## config.mk

```make
export PLATFORM = sky130hd
export DESIGN_NAME = sbox_dual
export DESIGN_NICKNAME = d
export VERILOG_FILES = /design/src/rtl/sbox_dual_pkg.sv /design/src/rtl/sbox_affine_stage.sv /design/src/rtl/sbox_tower_inv.sv /design/src/rtl/sbox_out_stage.sv /design/src/rtl/sbox_dual.sv
export SDC_FILE = /design/constraint.sdc
export NUM_CORES = 1
export LEC_CHECK = 0
export BUFFER_PORTS_ARGS = -buffer_cell sky130_fd_sc_hd__buf_4
export CORE_MARGIN = 3
export CORE_UTILIZATION = 50
export DETAILED_ROUTE_END_ITERATION = 16
export HOLD_SLACK_MARGIN = 0.03
export PLACE_DENSITY = 0.77
export SKIP_CTS_REPAIR_TIMING = 1
export SLEW_MARGIN = 20
export SYNTH_ARGS = -nofsm -noshare
export SYNTH_HDL_FRONTEND = slang
export SYNTH_SLANG_ARGS = --single-unit
```

## constraint.sdc

```tcl
create_clock -name clk -period 8.26 [get_ports clk]
set_clock_uncertainty 0.15 [all_clocks]
set_input_delay 0.826 -clock clk [delete_from_list [all_inputs] [get_ports clk]]
set_output_delay 0.826 -clock clk [all_outputs]
set_load 0.005 [all_outputs]
```

## src/rtl/sbox_dual_pkg.sv

```systemverilog
package sbox_dual_pkg;

  localparam int BYTE_W = 8;
  localparam int NIB_W  = BYTE_W / 2;
  localparam int PAIR_W = NIB_W / 2;

  localparam logic [BYTE_W-1:0] FWD_CONST = 8'h63;
  localparam logic [BYTE_W-1:0] INV_CONST = 8'h05;
  localparam logic [PAIR_W-1:0] PHI       = 2'b10;
  localparam logic [NIB_W-1:0]  LAMBDA    = 4'b1100;

  // GF(2^2) modulo x^2+x+1
  function automatic logic [1:0] gf4_mul(input logic [1:0] a, input logic [1:0] b);
    logic hh;
    hh = a[1] & b[1];
    return {hh ^ (a[1] & b[0]) ^ (a[0] & b[1]), hh ^ (a[0] & b[0])};
  endfunction

  // inverse equals square in GF(2^2)
  function automatic logic [1:0] gf4_inv(input logic [1:0] a);
    return {a[1], a[1] ^ a[0]};
  endfunction

  // GF((2^2)^2) modulo y^2+y+PHI
  function automatic logic [3:0] gf16_mul(input logic [3:0] a, input logic [3:0] b);
    logic [1:0] hh;
    hh = gf4_mul(a[3:2], b[3:2]);
    return {hh ^ gf4_mul(a[3:2], b[1:0]) ^ gf4_mul(a[1:0], b[3:2]),
            gf4_mul(hh, PHI) ^ gf4_mul(a[1:0], b[1:0])};
  endfunction

  function automatic logic [3:0] gf16_inv(input logic [3:0] a);
    logic [1:0] d, di;
    d  = gf4_mul(gf4_mul(a[3:2], a[3:2]), PHI) ^ gf4_mul(a[3:2], a[1:0])
       ^ gf4_mul(a[1:0], a[1:0]);
    di = gf4_inv(d);
    return {gf4_mul(a[3:2], di), gf4_mul(a[3:2] ^ a[1:0], di)};
  endfunction

  // GF(((2^2)^2)^2) modulo z^2+z+LAMBDA
  function automatic logic [7:0] gf256t_mul(input logic [7:0] a, input logic [7:0] b);
    logic [3:0] hh;
    hh = gf16_mul(a[7:4], b[7:4]);
    return {hh ^ gf16_mul(a[7:4], b[3:0]) ^ gf16_mul(a[3:0], b[7:4]),
            gf16_mul(hh, LAMBDA) ^ gf16_mul(a[3:0], b[3:0])};
  endfunction

  // linear map given by eight packed columns
  function automatic logic [7:0] apply_cols(input logic [7:0] a, input logic [63:0] cols);
    logic [7:0] acc;
    acc = '0;
    for (int i = 0; i < 8; i++) if (a[i]) acc ^= cols[i*8 +: 8];
    return acc;
  endfunction

  // columns of the field-to-tower map: powers of a tower root of the field polynomial
  function automatic logic [63:0] tower_cols();
    logic [7:0] root, b, b2, b3, b4, b8, pw;
    logic       found;
    logic [63:0] cols;
    root  = 8'h02;
    found = 1'b0;
    for (int r = 2; r < 256; r++) begin
      b  = 8'(r);
      b2 = gf256t_mul(b, b);
      b3 = gf256t_mul(b2, b);
      b4 = gf256t_mul(b2, b2);
      b8 = gf256t_mul(b4, b4);
      if (!found && ((b8 ^ b4 ^ b3 ^ b ^ 8'h01) == 8'h00)) begin
        found = 1'b1;
        root  = b;
      end
    end
    pw = 8'h01;
    for (int i = 0; i < 8; i++) begin
      cols[i*8 +: 8] = pw;
      pw = gf256t_mul(pw, root);
    end
    return cols;
  endfunction

  // columns of the tower-to-field map, found by preimage search
  function automatic logic [63:0] field_cols(input logic [63:0] fwd);
    logic [63:0] cols;
    cols = '0;
    for (int j = 0; j < 8; j++)
      for (int a = 0; a < 256; a++)
        if (apply_cols(8'(a), fwd) == (8'h01 << j)) cols[j*8 +: 8] = 8'(a);
    return cols;
  endfunction

endpackage

```

## src/rtl/sbox_affine_stage.sv

```systemverilog
module sbox_affine_stage
  import sbox_dual_pkg::*;
#(
  parameter bit INVERSE = 1'b0
) (
  input  logic [BYTE_W-1:0] din,
  output logic [BYTE_W-1:0] dout
);
  localparam logic [BYTE_W-1:0] K = INVERSE ? INV_CONST : FWD_CONST;

  for (genvar i = 0; i < BYTE_W; i++) begin : g_bit
    if (INVERSE) begin : g_inv
      assign dout[i] = din[(i+2)%BYTE_W] ^ din[(i+5)%BYTE_W] ^ din[(i+7)%BYTE_W] ^ K[i];
    end else begin : g_fwd
      assign dout[i] = din[i] ^ din[(i+4)%BYTE_W] ^ din[(i+5)%BYTE_W]
                     ^ din[(i+6)%BYTE_W] ^ din[(i+7)%BYTE_W] ^ K[i];
    end
  end
endmodule

```

## src/rtl/sbox_tower_inv.sv

```systemverilog
module sbox_tower_inv
  import sbox_dual_pkg::*;
(
  input  logic [BYTE_W-1:0] din,
  output logic [BYTE_W-1:0] dout
);
  localparam logic [63:0] TO_TOWER = tower_cols();
  localparam logic [63:0] TO_FIELD = field_cols(TO_TOWER);

  logic [BYTE_W-1:0] t_in, t_inv;
  logic [NIB_W-1:0]  hi, lo, norm, norm_inv;

  always_comb begin
    t_in     = apply_cols(din, TO_TOWER);
    hi       = t_in[BYTE_W-1:NIB_W];
    lo       = t_in[NIB_W-1:0];
    norm     = gf16_mul(gf16_mul(hi, hi), LAMBDA) ^ gf16_mul(hi, lo) ^ gf16_mul(lo, lo);
    norm_inv = gf16_inv(norm);
    t_inv    = {gf16_mul(hi, norm_inv), gf16_mul(hi ^ lo, norm_inv)};
    dout     = apply_cols(t_inv, TO_FIELD);
  end
endmodule

```

## src/rtl/sbox_out_stage.sv

```systemverilog
module sbox_out_stage
  import sbox_dual_pkg::*;
#(
  parameter bit REG_OUT = 1'b1
) (
  input  logic              clk,
  input  logic              rst_n,
  input  logic              in_valid,
  output logic              in_ready,
  input  logic [BYTE_W-1:0] in_data,
  output logic              out_valid,
  input  logic              out_ready,
  output logic [BYTE_W-1:0] out_data
);
  if (REG_OUT) begin : g_reg
    logic              full_q;
    logic [BYTE_W-1:0] data_q;

    assign in_ready  = !full_q || out_ready;
    assign out_valid = full_q;
    assign out_data  = data_q;

    always_ff @(posedge clk) begin
      if (!rst_n) begin
        full_q <= 1'b0;
        data_q <= '0;
      end else if (in_ready) begin
        full_q <= in_valid;
        if (in_valid) data_q <= in_data;
      end
    end
  end else begin : g_wire
    assign in_ready  = out_ready;
    assign out_valid = in_valid;
    assign out_data  = in_data;
  end
endmodule

```

## src/rtl/sbox_dual.sv

```systemverilog
module sbox_dual
  import sbox_dual_pkg::*;
#(
  parameter bit REG_OUT = 1'b1
) (
  input  logic              clk,
  input  logic              rst_n,
  input  logic              in_valid,
  output logic              in_ready,
  input  logic              in_inv,
  input  logic [BYTE_W-1:0] in_byte,
  output logic              out_valid,
  input  logic              out_ready,
  output logic [BYTE_W-1:0] out_byte
);
  logic [BYTE_W-1:0] pre_aff, core_in, core_out, post_aff, subst;

  sbox_affine_stage #(.INVERSE(1'b1)) u_pre (.din(in_byte), .dout(pre_aff));

  assign core_in = in_inv ? pre_aff : in_byte;

  sbox_tower_inv u_core (.din(core_in), .dout(core_out));

  sbox_affine_stage #(.INVERSE(1'b0)) u_post (.din(core_out), .dout(post_aff));

  assign subst = in_inv ? core_out : post_aff;

  sbox_out_stage #(.REG_OUT(REG_OUT)) u_out (
    .clk(clk), .rst_n(rst_n),
    .in_valid(in_valid), .in_ready(in_ready), .in_data(subst),
    .out_valid(out_valid), .out_ready(out_ready), .out_data(out_byte)
  );
endmodule

```

==> flow_metrics.tcl <==
set metrics [dict create \
    drt-total-wl_um 7840 \
    grt_max_degree 36 \
    rsz0062_at_grt "false" \
    clk_pin_slew_ns 0.04 \
    critPathBufInv 4 \
    crit_fanout 12 \
    initialDrtViolationCount 262 \
    yosysTopAreaCell "xnor2_1" \
    cp.arrival_ns 7.63 \
    critPathSlowestCell "xor2_1" \
    grt_use_total 0.202 \
    routedWlPerCell_um 16.2 \
    synth_cells 400 \
    core-area_mm2 0.00642 \
    route.vias.total 2987 \
    yosysMostFrequentCell "xnor2_1" \
    root_buffer "clkbuf_8" \
    nFillCells 604 \
    synth_cell_types 74 \
    synth_edf_count 0 \
    drive_gt1_frac 0.180 \
    critPathLaunchType "input port" \
    antenna_found_initial 0 \
    final_antenna_net_count 0 \
    place_congestion 0.923 \
    cp_slowest_stage_delay_ns 0.61 \
    dieArea_mm2 0.00773 \
    htree_levels 1 \
    die_w_um 87.9 \
    worstSetupPathType "in2reg" \
    fin_nets 425 \
    cp.required_ns 8.23 \
    synth_flop_cell "dfxtp_1" \
    first_pass_iters 5 \
    syn_nets 418 \
    syn_to_final_growth_pct 6.38 \
    cts_tree "built" \
    maxCapViolCount 0 \
    finalHoldViolations 0 \
    cts_made_buffers 3 \
    cp_common_cell "xnor2_1" \
    setup_tns_ns 0 \
    num_rows 29 \
    start_util 0.522 \
    clkSinkCount 9 \
    cp-end-kind "flop" \
    clockBufferDepth 2 \
    io_buffers 22 \
    synth-async-reset-ratio 0 \
    grt_overflow 0 \
    hold_path.class "reg2reg" \
    grt_pass1_vias 2742 \
    diodes 0 \
    setup_viol 0 \
    clk_latency_ns 0.23 \
    dp_hpwl_um 6060 \
    status "finished clean" \
    viasPerCell 6.18 \
    drc 0 \
    relSlewSlack 0.524 \
    crit_family "XOR/XNOR gates" \
    io_pins 23 \
    yosysSeqAreaShare 0.0537 \
    max_slew.worst_pin.slew_ns 0.712 \
    fin_crit_sh 0.928 \
    max_freq_ghz 0.130 \
    die_h_um 87.9 \
    netlist.area_leader.share 0.115 \
    drv_slew 0 \
    finalCriticalPeriod_ns 7.67 \
    synthTopCellsByCount "xnor2_1 (44), nand2_1 (34), nor2_1 (24)" \
    synth_warnings 0 \
    syn_avg_cell_area_um2 8.39 \
    ys_ff_latch 9 \
    grt_pass1_wl_um 12900 \
    netlist_area_mm2 0.00335 \
    synth_area_leaders "xnor2_1 (11%), xor3_1 (7.1%), xnor3_1 (6.0%)" \
]
==> per-stage QoR <==
stage	area, µm²	util	instances	setup WS [ns]	hold slack, ns
floorplan	3350	-	400	1.17	0.310
global placement	3520	0.549	479	0.646	0.302
detailed placement	3520	0.549	479	0.466	0.309
CTS	3570	0.556	483	0.659	0.324
global route	3570	0.556	483	0.152	0.357
finish	3570	0.556	483	0.595	0.319
==> worst reg2reg max path, delay by kind of cell, from the launching register on <==
family             cells  cell delay [ns]
DFF                    1             0.31
AOI/OAI and AO/OA      1             0.31
and+or+nand+nor        3             0.64
==> layout by cell type, fill, tap and decap left out, drive strengths merged, types with 3 or more instances in the layout <==
cell type / Yosys / routed
xnor3: 9 / 9
a21boi: 3 / 3
nand3: 9 / 9
buf: 15 / 27
dfxtp: 9 / 9
nor2: 27 / 27
nand2: 35 / 35
xor3: 10 / 10
nor3b: 3 / 3
o31ai: 3 / 3
and3: 7 / 7
o21ai: 19 / 19
nand2b: 6 / 6
and2: 6 / 6
a21oi: 25 / 25
xnor2: 54 / 54
o211ai: 5 / 5
a21o: 6 / 6
nor3: 14 / 14
a22oi: 6 / 6
o22ai: 6 / 6
mux2i: 12 / 12
xor2: 28 / 28
a211o: 4 / 4
mux2: 6 / 6
ha: 5 / 5
a221o: 4 / 4
clkbuf: 10 / 4
nand4: 6 / 6
inv: 14 / 14
a31oi: 3 / 3
==> cell families (layout without fill, tap and decap cells) <==
kind of cell | after synthesis | in the layout | synth area share
flip-flops | 9 | 9 | 0.0537
buffers and inverters | 39 | 45 | 0.0545
XOR/XNOR | 101 | 101 | 0.391
multiplexers | 18 | 18 | 0.0582
adder cells (fa/ha/maj) | 6 | 6 | 0.0216
AND/OR/NAND/NOR | 121 | 121 | 0.189
AO/OA/AOI/OAI | 106 | 106 | 0.232
==> registers in the layout, indices dropped and copies added, names as in the netlist <==
name / count
u_out.out_data: 8
u_out.out_valid: 1
==> path summary, 6_finish.rpt <==
| check | start | to | slack (ns) | cells past startpoint |
|---|---|---|---|---|
| worst max register to register | u_out.out_valid$_SDFFE_PN0N_ | u_out.out_data[0]$_SDFFE_PN0P_ | 6.76 | 4 |
| worst max-delay path | in_byte[6] | u_out.out_data[7]$_SDFFE_PN0P_ | 0.59 | 26 |
| worst min register to register | u_out.out_data[1]$_SDFFE_PN0P_ | u_out.out_data[1]$_SDFFE_PN0P_ | 0.32 | 2 |
| worst min-delay path | u_out.out_data[1]$_SDFFE_PN0P_ | u_out.out_data[1]$_SDFFE_PN0P_ | 0.32 | 2 |
==> routing by layer <==
metal  up-vias  GRT usage  part of all wire
met4         0     0.0265            0.0079
met2       107      0.348              0.49
met3        12     0.0141             0.049
met1      1414      0.284              0.45
li1       1454          -                 -
met5         -          0                 0
==> area by class of cell <==
| class | count | area [µm²] | share of cell area |
|---|---|---|---|
| Sequential cell | 9 | 180 | 0.0505 |
| Inverter | 14 | 52.6 | 0.0147 |
| Multi-Input combinational cell | 352 | 2990 | 0.838 |
| Timing Repair Buffer | 27 | 203 | 0.0568 |
| Tap cell | 77 | 96.3 | 0.0270 |
| Clock buffer | 4 | 45.0 | 0.0126 |
Power is not shown: default switching activity piles up to over one toggle a cycle in this logic, so the estimate is an artifact.
